===== src/rtl/msc_pkg.sv =====
package msc_pkg;

  // absolute value of a signed sample, clipped to lim
  function automatic int unsigned sat_mag(input int signed v, input int unsigned lim);
    int unsigned a;
    a = (v < 0) ? unsigned'(-v) : unsigned'(v);
    return (a > lim) ? lim : a;
  endfunction

  // normalization by 0.75 as m - m/4, truncated
  function automatic int unsigned scale_mag(input int unsigned m);
    return m - (m >> 2);
  endfunction

  // sign-magnitude to signed integer
  function automatic int signed apply_sign(input logic s, input int unsigned m);
    return s ? -int'(m) : int'(m);
  endfunction

endpackage


===== src/rtl/msc_sort.sv =====
module msc_sort #(
  parameter int IN_W  = 6,
  parameter int MAG_W = 4,
  parameter int DC    = 8,
  parameter int IDX_W = $clog2(DC)
) (
  input  logic             clk,
  input  logic             rst_n,
  input  logic             in_valid,
  input  logic             in_start,
  input  logic [IN_W-1:0]  in_msg,
  output logic             take,
  output logic             done,
  output logic [MAG_W-1:0] fin_min,
  output logic [MAG_W-1:0] fin_sub,
  output logic [IDX_W-1:0] fin_idx,
  output logic             fin_par,
  output logic [DC-1:0]    fin_sgn
);
  localparam int unsigned MAG_LIM = (1 << MAG_W) - 1;

  logic             active_r;
  logic [IDX_W-1:0] cnt_r;
  logic [MAG_W-1:0] min_r, sub_r;
  logic [IDX_W-1:0] idx_r;
  logic             par_r;
  logic [DC-1:0]    sgn_r;

  logic             cur_sign;
  logic [MAG_W-1:0] cur_mag;
  logic [IDX_W-1:0] pos;
  logic [MAG_W-1:0] b_min, b_sub;
  logic [IDX_W-1:0] b_idx;
  logic             b_par;
  logic [DC-1:0]    b_sgn;

  always_comb begin
    take     = in_valid && (in_start || active_r);
    cur_sign = in_msg[IN_W-1];
    cur_mag  = MAG_W'(msc_pkg::sat_mag(int'($signed(in_msg)), MAG_LIM));
    pos      = in_start ? '0 : cnt_r;
    // a new group starts from an empty sorter
    b_min = in_start ? MAG_W'(MAG_LIM) : min_r;
    b_sub = in_start ? MAG_W'(MAG_LIM) : sub_r;
    b_idx = in_start ? '0 : idx_r;
    b_par = in_start ? 1'b0 : par_r;
    b_sgn = in_start ? '0 : sgn_r;
    fin_min = b_min;
    fin_sub = b_sub;
    fin_idx = b_idx;
    if (cur_mag < b_min) begin
      fin_sub = b_min;
      fin_min = cur_mag;
      fin_idx = pos;
    end else if (cur_mag < b_sub) begin
      fin_sub = cur_mag;   // ties with the minimum land here
    end
    fin_par      = b_par ^ cur_sign;
    fin_sgn      = b_sgn;
    fin_sgn[pos] = cur_sign;
    done = take && (pos == IDX_W'(DC - 1));
  end

  always_ff @(posedge clk or negedge rst_n) begin
    if (!rst_n) begin
      active_r <= 1'b0;
      cnt_r    <= '0;
      min_r    <= '0;
      sub_r    <= '0;
      idx_r    <= '0;
      par_r    <= 1'b0;
      sgn_r    <= '0;
    end else if (take) begin
      active_r <= !done;
      cnt_r    <= pos + IDX_W'(1);
      min_r    <= fin_min;
      sub_r    <= fin_sub;
      idx_r    <= fin_idx;
      par_r    <= fin_par;
      sgn_r    <= fin_sgn;
    end
  end

endmodule


===== src/rtl/msc_stream.sv =====
module msc_stream #(
  parameter int MAG_W = 4,
  parameter int DC    = 8,
  parameter int IDX_W = $clog2(DC),
  parameter int OUT_W = MAG_W + 1
) (
  input  logic             clk,
  input  logic             rst_n,
  input  logic             load,
  input  logic [MAG_W-1:0] ld_min,
  input  logic [MAG_W-1:0] ld_sub,
  input  logic [IDX_W-1:0] ld_idx,
  input  logic             ld_par,
  input  logic [DC-1:0]    ld_sgn,
  output logic             out_valid,
  output logic [IDX_W-1:0] out_pos,
  output logic [OUT_W-1:0] out_msg,
  output logic             rec_valid,
  output logic [MAG_W-1:0] rec_min,
  output logic [MAG_W-1:0] rec_submin,
  output logic [IDX_W-1:0] rec_idx,
  output logic [DC-1:0]    rec_signs,
  output logic             rec_parity
);
  logic             busy_r, recv_r, par_r;
  logic [IDX_W-1:0] pos_r, idx_r;
  logic [MAG_W-1:0] min_r, sub_r;
  logic [DC-1:0]    sgn_r;
  logic [MAG_W-1:0] sel_mag;
  logic             sel_sign;

  always_ff @(posedge clk or negedge rst_n) begin
    if (!rst_n) begin
      busy_r <= 1'b0;
      recv_r <= 1'b0;
      pos_r  <= '0;
      min_r  <= '0;
      sub_r  <= '0;
      idx_r  <= '0;
      par_r  <= 1'b0;
      sgn_r  <= '0;
    end else begin
      recv_r <= load;
      if (load) begin
        busy_r <= 1'b1;
        pos_r  <= '0;
        min_r  <= MAG_W'(msc_pkg::scale_mag(int'(ld_min)));
        sub_r  <= MAG_W'(msc_pkg::scale_mag(int'(ld_sub)));
        idx_r  <= ld_idx;
        par_r  <= ld_par;
        sgn_r  <= ld_sgn;
      end else if (busy_r) begin
        if (pos_r == IDX_W'(DC - 1)) busy_r <= 1'b0;
        else                         pos_r  <= pos_r + IDX_W'(1);
      end
    end
  end

  always_comb begin
    sel_mag  = (pos_r == idx_r) ? sub_r : min_r;
    sel_sign = par_r ^ sgn_r[pos_r];
    out_msg  = OUT_W'(msc_pkg::apply_sign(sel_sign, int'(sel_mag)));
  end

  assign out_valid  = busy_r;
  assign out_pos    = pos_r;
  assign rec_valid  = recv_r;
  assign rec_min    = min_r;
  assign rec_submin = sub_r;
  assign rec_idx    = idx_r;
  assign rec_signs  = sgn_r;
  assign rec_parity = par_r;

endmodule


===== src/rtl/minsum_check_core.sv =====
module minsum_check_core #(
  parameter int IN_W  = 6,
  parameter int MAG_W = 4,
  parameter int DC    = 8,
  parameter int IDX_W = $clog2(DC)
) (
  input  logic             clk,
  input  logic             rst_n,
  input  logic             in_valid,
  input  logic             in_start,
  input  logic [IN_W-1:0]  in_msg,
  output logic             out_valid,
  output logic [IDX_W-1:0] out_pos,
  output logic [MAG_W:0]   out_msg,
  output logic             rec_valid,
  output logic [MAG_W-1:0] rec_min,
  output logic [MAG_W-1:0] rec_submin,
  output logic [IDX_W-1:0] rec_idx,
  output logic [DC-1:0]    rec_signs,
  output logic             rec_parity
);
  logic             grp_take, grp_done;
  logic [MAG_W-1:0] grp_min, grp_sub;
  logic [IDX_W-1:0] grp_idx;
  logic             grp_par;
  logic [DC-1:0]    grp_sgn;

  msc_sort #(.IN_W(IN_W), .MAG_W(MAG_W), .DC(DC), .IDX_W(IDX_W)) u_sort (
    .clk(clk), .rst_n(rst_n), .in_valid(in_valid), .in_start(in_start),
    .in_msg(in_msg), .take(grp_take), .done(grp_done),
    .fin_min(grp_min), .fin_sub(grp_sub), .fin_idx(grp_idx),
    .fin_par(grp_par), .fin_sgn(grp_sgn)
  );

  msc_stream #(.MAG_W(MAG_W), .DC(DC), .IDX_W(IDX_W), .OUT_W(MAG_W + 1)) u_stream (
    .clk(clk), .rst_n(rst_n), .load(grp_done),
    .ld_min(grp_min), .ld_sub(grp_sub), .ld_idx(grp_idx),
    .ld_par(grp_par), .ld_sgn(grp_sgn),
    .out_valid(out_valid), .out_pos(out_pos), .out_msg(out_msg),
    .rec_valid(rec_valid), .rec_min(rec_min), .rec_submin(rec_submin),
    .rec_idx(rec_idx), .rec_signs(rec_signs), .rec_parity(rec_parity)
  );

endmodule


===== config.mk =====
export PLATFORM = sky130hd
export DESIGN_NAME = minsum_check_core
export DESIGN_NICKNAME = d
export VERILOG_FILES = /design/src/rtl/msc_pkg.sv /design/src/rtl/msc_sort.sv /design/src/rtl/msc_stream.sv /design/src/rtl/minsum_check_core.sv
export SDC_FILE = /design/constraint.sdc
export NUM_CORES = 1
export LEC_CHECK = 0
export BUFFER_PORTS_ARGS = -buffer_cell sky130_fd_sc_hd__buf_4
export CAP_MARGIN = 20
export CORE_ASPECT_RATIO = 1.25
export CORE_MARGIN = 4
export CORE_UTILIZATION = 53
export DETAILED_ROUTE_END_ITERATION = 8
export HOLD_SLACK_MARGIN = 0.05
export PLACE_DENSITY = 0.77
export REMOVE_ABC_BUFFERS = 1
export SYNTH_ARGS = -nofsm -noshare
export SYNTH_HDL_FRONTEND = slang
export SYNTH_SLANG_ARGS = --single-unit
export TNS_END_PERCENT = 100

===== constraint.sdc =====
create_clock -name clk -period 3.3 [get_ports clk]
set_input_delay 0.33 -clock clk [delete_from_list [all_inputs] [get_ports clk]]
set_output_delay 0.33 -clock clk [all_outputs]
set_load 0.01 [all_outputs]

# == Yosys cells after proc, flatten, opt, wreduce, memory -nomap -nowiden ==
# Index checks and enable logic that the tools add are counted.
# classes
add_sub_neg,6
mul,0
n_div,0
magnitude_cmp,7
eq_ne,4
shifts,0
n_mux,25
bitwise,2
reduce_logical,7
# ops
operator,n
32-bit by 4-bit > comparator with 1-bit output (second input constant),1
32-bit two-way mux,1
6-bit negation with 32-bit output,1
4-bit two-way mux,7
3-bit two-way mux,6
8-bit bitwise mux,1
3-bit by 4-bit < comparator with 1-bit output (second input constant),2
4-bit < comparator,2
8-bit two-way mux,1
4-bit by 2-bit subtractor with 4-bit output,2
3-bit by 1-bit adder with 3-bit output (second input constant),2
3-bit equality test (second input constant),2
6-bit by 1-bit < comparator with 1-bit output (second input constant),1
1-bit two-way mux,6
5-bit two-way mux,1
4-bit negation with 5-bit output,1
1-bit binary-select mux with 3-bit select,1
1-bit demux with 3-bit select,1
3-bit equality test,1
3-bit by 1-bit greater-or-equal comparator with 1-bit output (second input constant),1
1-bit logical AND,3
2-bit != test (second input constant),1
2-bit AND reduction,1
2-bit nonzero test,1
3 further kinds,4
# totals
regBits,49
latchBits,0
ramBits,0
mem_bits_ro,0
inputBits,10
out_inout_bits,30
wordCells,66
memories,0

# == Longest topological paths before layout ==
# logic_depth
depth_word,8
depth_mapped,20

# == By module ==
# Synthesis repeated with hierarchy kept, for this count alone.
# hier_totals
cells_unflattened,340
hier_area_um2,3186.8
# modules_own_cells
mod,instances,cells_each,area_per_inst_um2,seq_area_each_um2
msc_sort,1,223,1796.7,600.6
msc_stream,1,117,1390.1,625.6

# == Least setup slack after synthesis ==
# OpenSTA, ideal clock, no wires.
# synth_path
path_kind,input-to-reg
from,input port in_msg[5]
to,register u_stream.sub_r[3] (netlist: u_stream.rec_submin[3])
setup_time_ns,0.141
t_arrival_ns,3.604
t_required_ns,3.159
path_slack_ns,-0.445
stages,17
n_path_buf,4
path_cell_list,clkbuf_8 -> clkbuf_1 -> o21ai_0 -> o21ai_0 -> ha_1 -> inv_1 -> nand2_1 -> o31a_4 -> buf_6 -> buf_6 -> a221oi_1 -> ha_1 -> nor3_1 -> xnor2_1 -> a21oi_1 -> a22oi_1 -> nand3_1
# synth_via
elab_chain_len,8
word_cells_on_any_way,10
cone_classes,2 x add/sub; 4 x order compare; 4 x mux
# synth_lines
element,line,text
start: declaration,minsum_check_core.sv:11,"input logic [IN_W-1:0] in_msg,"
6-bit negation with 32-bit output / 6-bit by 1-bit < comparator with 1-bit output (equally long branches),msc_pkg.sv:6,a = (v < 0) ? unsigned'(-v) : unsigned'(v);
32-bit two-way mux (*),msc_pkg.sv:6,
32-bit by 4-bit > comparator with 1-bit output,msc_pkg.sv:7,return (a > lim) ? lim : a;
4-bit two-way mux (*),msc_pkg.sv:7,
4-bit < comparator,msc_sort.sv:55,end else if (cur_mag < b_sub) begin
4-bit two-way mux,msc_sort.sv:55,
4-bit two-way mux (*),msc_sort.sv:51,if (cur_mag < b_min) begin
via grp_sub[1],minsum_check_core.sv:23,"logic [MAG_W-1:0] grp_min, grp_sub;"
4-bit by 2-bit subtractor with 4-bit output (*),msc_pkg.sv:12,return m - (m >> 2);
end signal: assignment,msc_stream.sv:48,sub_r <= MAG_W'(msc_pkg::scale_mag(int'(ld_sub)));
end: declaration,msc_stream.sv:27,"logic [MAG_W-1:0] min_r, sub_r;"
# Mark *: on every way through the listed nets, which the timed path passes. The rest lies on a longest branch.
# A chain may end at the register's enable or synchronous reset.

# == Worst setup path in the final report ==
# layout_path
from,input port in_msg[1]
to,register u_stream.sub_r[2] (netlist: u_stream.rec_submin[2])
# layout_via
elab_chain_len,8
word_cells_on_any_way,10
cone_classes,2 x add/sub; 4 x order compare; 4 x mux
# layout_lines
element,line
6-bit negation with 32-bit output / 6-bit by 1-bit < comparator with 1-bit output (equally long branches),msc_pkg.sv:6
32-bit two-way mux (*),msc_pkg.sv:6
32-bit by 4-bit > comparator with 1-bit output,msc_pkg.sv:7
4-bit two-way mux (*),msc_pkg.sv:7
4-bit < comparator,msc_sort.sv:55
4-bit two-way mux,msc_sort.sv:55
4-bit two-way mux (*),msc_sort.sv:51
4-bit by 2-bit subtractor with 4-bit output (*),msc_pkg.sv:12
# Mark *: on every way between the ends. The rest lies on a longest branch, timed or not.

==> out/results.ini <==
[run_status]
outcome=complete, no violations

[timing]
tightest_slew_ns=0.610
max_freq_mhz=315
holdWs_ns=0.0412
period_minus_slack_ns=3.17
maxSlewViolCount=0
max_slew_margin=0.593
period_share=0.961
hold_viol_final=0
finClkSkew_ns=0.00877
setup_violations=0
setup_ws_ns=0.128

[critical_path]
rr_startpoint=u_sort.sub_r[3]$_DFFE_PN0P_
worstSetupEndpointType=flop
crit_slowest_cell=o31a_4
cp-startpoint=in_msg[1]
arrival_ns=3.36
path_cells=buf_4 -> inv_1 -> ha_4 -> buf_6 -> nand3b_1 -> a21oi_2 -> a21oi_2 -> buf_4 -> ha_4 -> nand2_2 -> o31a_4 -> nor2_4 -> buf_6 -> a221o_1 -> ha_2 -> inv_1 -> fa_2 -> and3_4 -> mux2i_1 -> nand3_1
worstPathRequired_ns=3.49
crit_fanout=7
path_class=in -> reg
slowest_delay_ns=0.41
crit_path_start_kind=input port

[clock_tree]
numClockSinks=49
cts_buffer_depth=2
cts_buffers=5
htreeDepth=2
clk_pin_slew_worst_paths_ns=0.09
root_buffer=clkbuf_8
insertion_delay_ns=0.30
hold_buffers=0
cts_tree=built

[route]
drt_iter0_markers=195
post_drt_wl_per_cell_um=15.9
ant_nets=0
viasPerCell=5.81
via_count=2819
drt-total-wl_um=7730
dr.pass1.iters=5
remaining_drc_errors=0

[placed_design]
routabilityCongestion=0.880
port_buffers=39
preCtsSetupSlack_ns=-0.397
hpwl_um=5410
dp_cells=472

[global_routing]
grt_pass1_wl_um=12400
grt_max_degree=50
grt_pass1_vias=2632
grt_overflow=0
track_usage=0.212
antenna_found_initial=0

[cells_and_area]
nFillCells=433
diodes=0
drive_gt1_frac=0.327
areaGrowthSynthToFinish_pct=28.0
final_cells=485
nNetsFinal=446

[yosys]
ys_ff_latch=49
synth.distinct_cells=50
synth_edf_count=0
synth_area_sq_um=3160
yosys_warnings=0
async_flop_share=1.00
ys_seq_area_frac=0.388
synth-main-ff-cell=dfrtp_1
synthCells=346
yosysTopAreaCell=dfrtp_1
yosys-top-cells-area=dfrtp_1 (39%), nand2_1 (7.0%), ha_1 (6.3%)
avgSynthCellArea_sq_um=9.13
netlist.area_leader.share=0.388

[floorplanning]
rows=31
dieArea_sq_um=7270
initial_core_util=0.547
core_sq_um=5780
die_h_um=94.3
num_io_pins=40
die_w_um=77.1

[power]
powerDensity_nw_per_um2=470
p_total_uw=1900
leakagePower_uw=0.00191
max-vdd-ir-drop_uv=243

[worst_hold_path]
hp-class=in -> async

[run]
cap_violations=0

sequential cells by signal, summed over array words and instances (netlist names):
| register | cells |
|---|---|
| u_sort.active_r | 1 |
| u_sort.cnt_r | 3 |
| u_sort.idx_r | 3 |
| u_sort.min_r | 4 |
| u_sort.par_r | 1 |
| u_sort.sgn_r | 8 |
| u_sort.sub_r | 4 |
| u_stream.out_pos | 3 |
| u_stream.out_valid | 1 |
| u_stream.rec_idx | 3 |
| u_stream.rec_min | 4 |
| u_stream.rec_parity | 1 |
| u_stream.rec_signs | 8 |
| u_stream.rec_submin | 4 |
| u_stream.rec_valid | 1 |
cell usage after synthesis (all sizes together) (3+ instances only):
library cell and n:
nor3b 4, buf 3, inv 17, mux2i 18, dfrtp 49, xnor2 6, clkbuf 18, o21ai 25
nand2 59, xor2 4, a31oi 7, nor2 31, nand3b 3, and2 3, nor3 7, ha 16
a21oi 15, nand3 4, or2 5, o31ai 18, nor2b 5
report_power, final:
group | switching, uW | internal (uW) | leakage (uW)
clock | 201 | 170 | 0.0000512
sequential | 72.9 | 668 | 0.000635
combinational | 400 | 386 | 0.00122
total | 674 | 1220 | 0.00191
critical path, delay by kind of cell:
family | cells | cell delay [ns]
adder cells (fa/ha/maj) | 4 | 0.94
AO/OA/AOI/OAI | 4 | 0.76
buffers and inverters | 6 | 0.63
AND/OR/NAND/NOR | 5 | 0.53
multiplexers | 1 | 0.14
cells by family (layout without fill, tap and decap cells):
logic type / after synthesis / in the layout / share of synthesized area
xor+xnor: 10 / 10 / 0.0277
buf+inv: 38 / 111 / 0.0606
mux: 22 / 22 / 0.0824
fa+ha+maj: 18 / 18 / 0.0760
simple gates: 127 / 127 / 0.188
flops: 49 / 49 / 0.388
compound gates: 82 / 82 / 0.177
layout by cell type, fill, tap and decap left out, drive strengths merged, types with 2 or more instances in the layout:
master   netlist  routed
nor2          31      31
nand4bb        2       2
o221a          2       2
fa             2       2
buf            3      86
nor3           7       7
ha            16      16
a31oi          7       7
clkinv         0       2
nand2b         2       2
nand3          4       4
or2            5       5
inv           17      17
nor2b          5       5
mux2           2       2
o21ai         25      25
mux2i         18      18
nand3b         3       3
and2           3       3
xnor2          6       6
mux4           2       2
a21oi         15      15
o31ai         18      18
clkbuf        18       6
nor3b          4       4
dfrtp         49      49
a21o           2       2
o32a           2       2
xor2           4       4
and3           2       2
nand2         59      59
routing by layer:
layer | GRT usage | wire [um] | share of wire
met5 | 0 | 0 | 0
met4 | 0.0579 | 185 | 0.024
met3 | 0.0202 | 300 | 0.039
met2 | 0.384 | 4010 | 0.52
met1 | 0.272 | 3230 | 0.42
path summary, 6_finish.rpt:
check                                                     endpoint  depth (start not counted)  slack (ns)
worst min register to register         u_sort.idx_r[0]$_DFFE_PN0P_                          2        0.48
worst max-delay path            u_stream.rec_submin[2]$_DFFE_PN0P_                         20        0.13
max in group asynchronous        u_stream.rec_signs[7]$_DFFE_PN0P_                          1        2.85
worst max register to register  u_stream.rec_submin[2]$_DFFE_PN0P_                         14        0.20
min in group clk                          u_sort.par_r$_DFFE_PN0P_                          3        0.33
worst min-delay path               u_stream.rec_min[0]$_DFFE_PN0P_                          1        0.04
stage by stage:
stage               cell area (sq um)  TNS (ns)  utilization
finish                           4040         0        0.700
global route                     4040   -0.0717        0.700
CTS                              3840         0        0.664
detailed placement               3720     -1.31        0.644
global placement                 3720    -0.588        0.644
floorplan                        3030    -0.450            -
area by class of cell:
class | count | area [sq um] | share of cell area
clock buffers | 6 | 82.6 | 0.0204
clock inverters | 2 | 13.8 | 0.00340
inverters | 17 | 63.8 | 0.0158
multi-input cells | 259 | 1920 | 0.474
flip-flops and latches | 49 | 1230 | 0.303
well taps | 66 | 82.6 | 0.0204
repair buffers | 86 | 657 | 0.162
timing repair:
action / CTS / global route
pin swaps: 0 / 14
buffers inserted: 0 / 5
hold endpoints to repair: 0 / 0
setup endpoints to repair: 2 / 6
gates cloned: 0 / 0
resized for setup: 3 / 39
No activity file was read; power rests on OpenSTA's default activity.
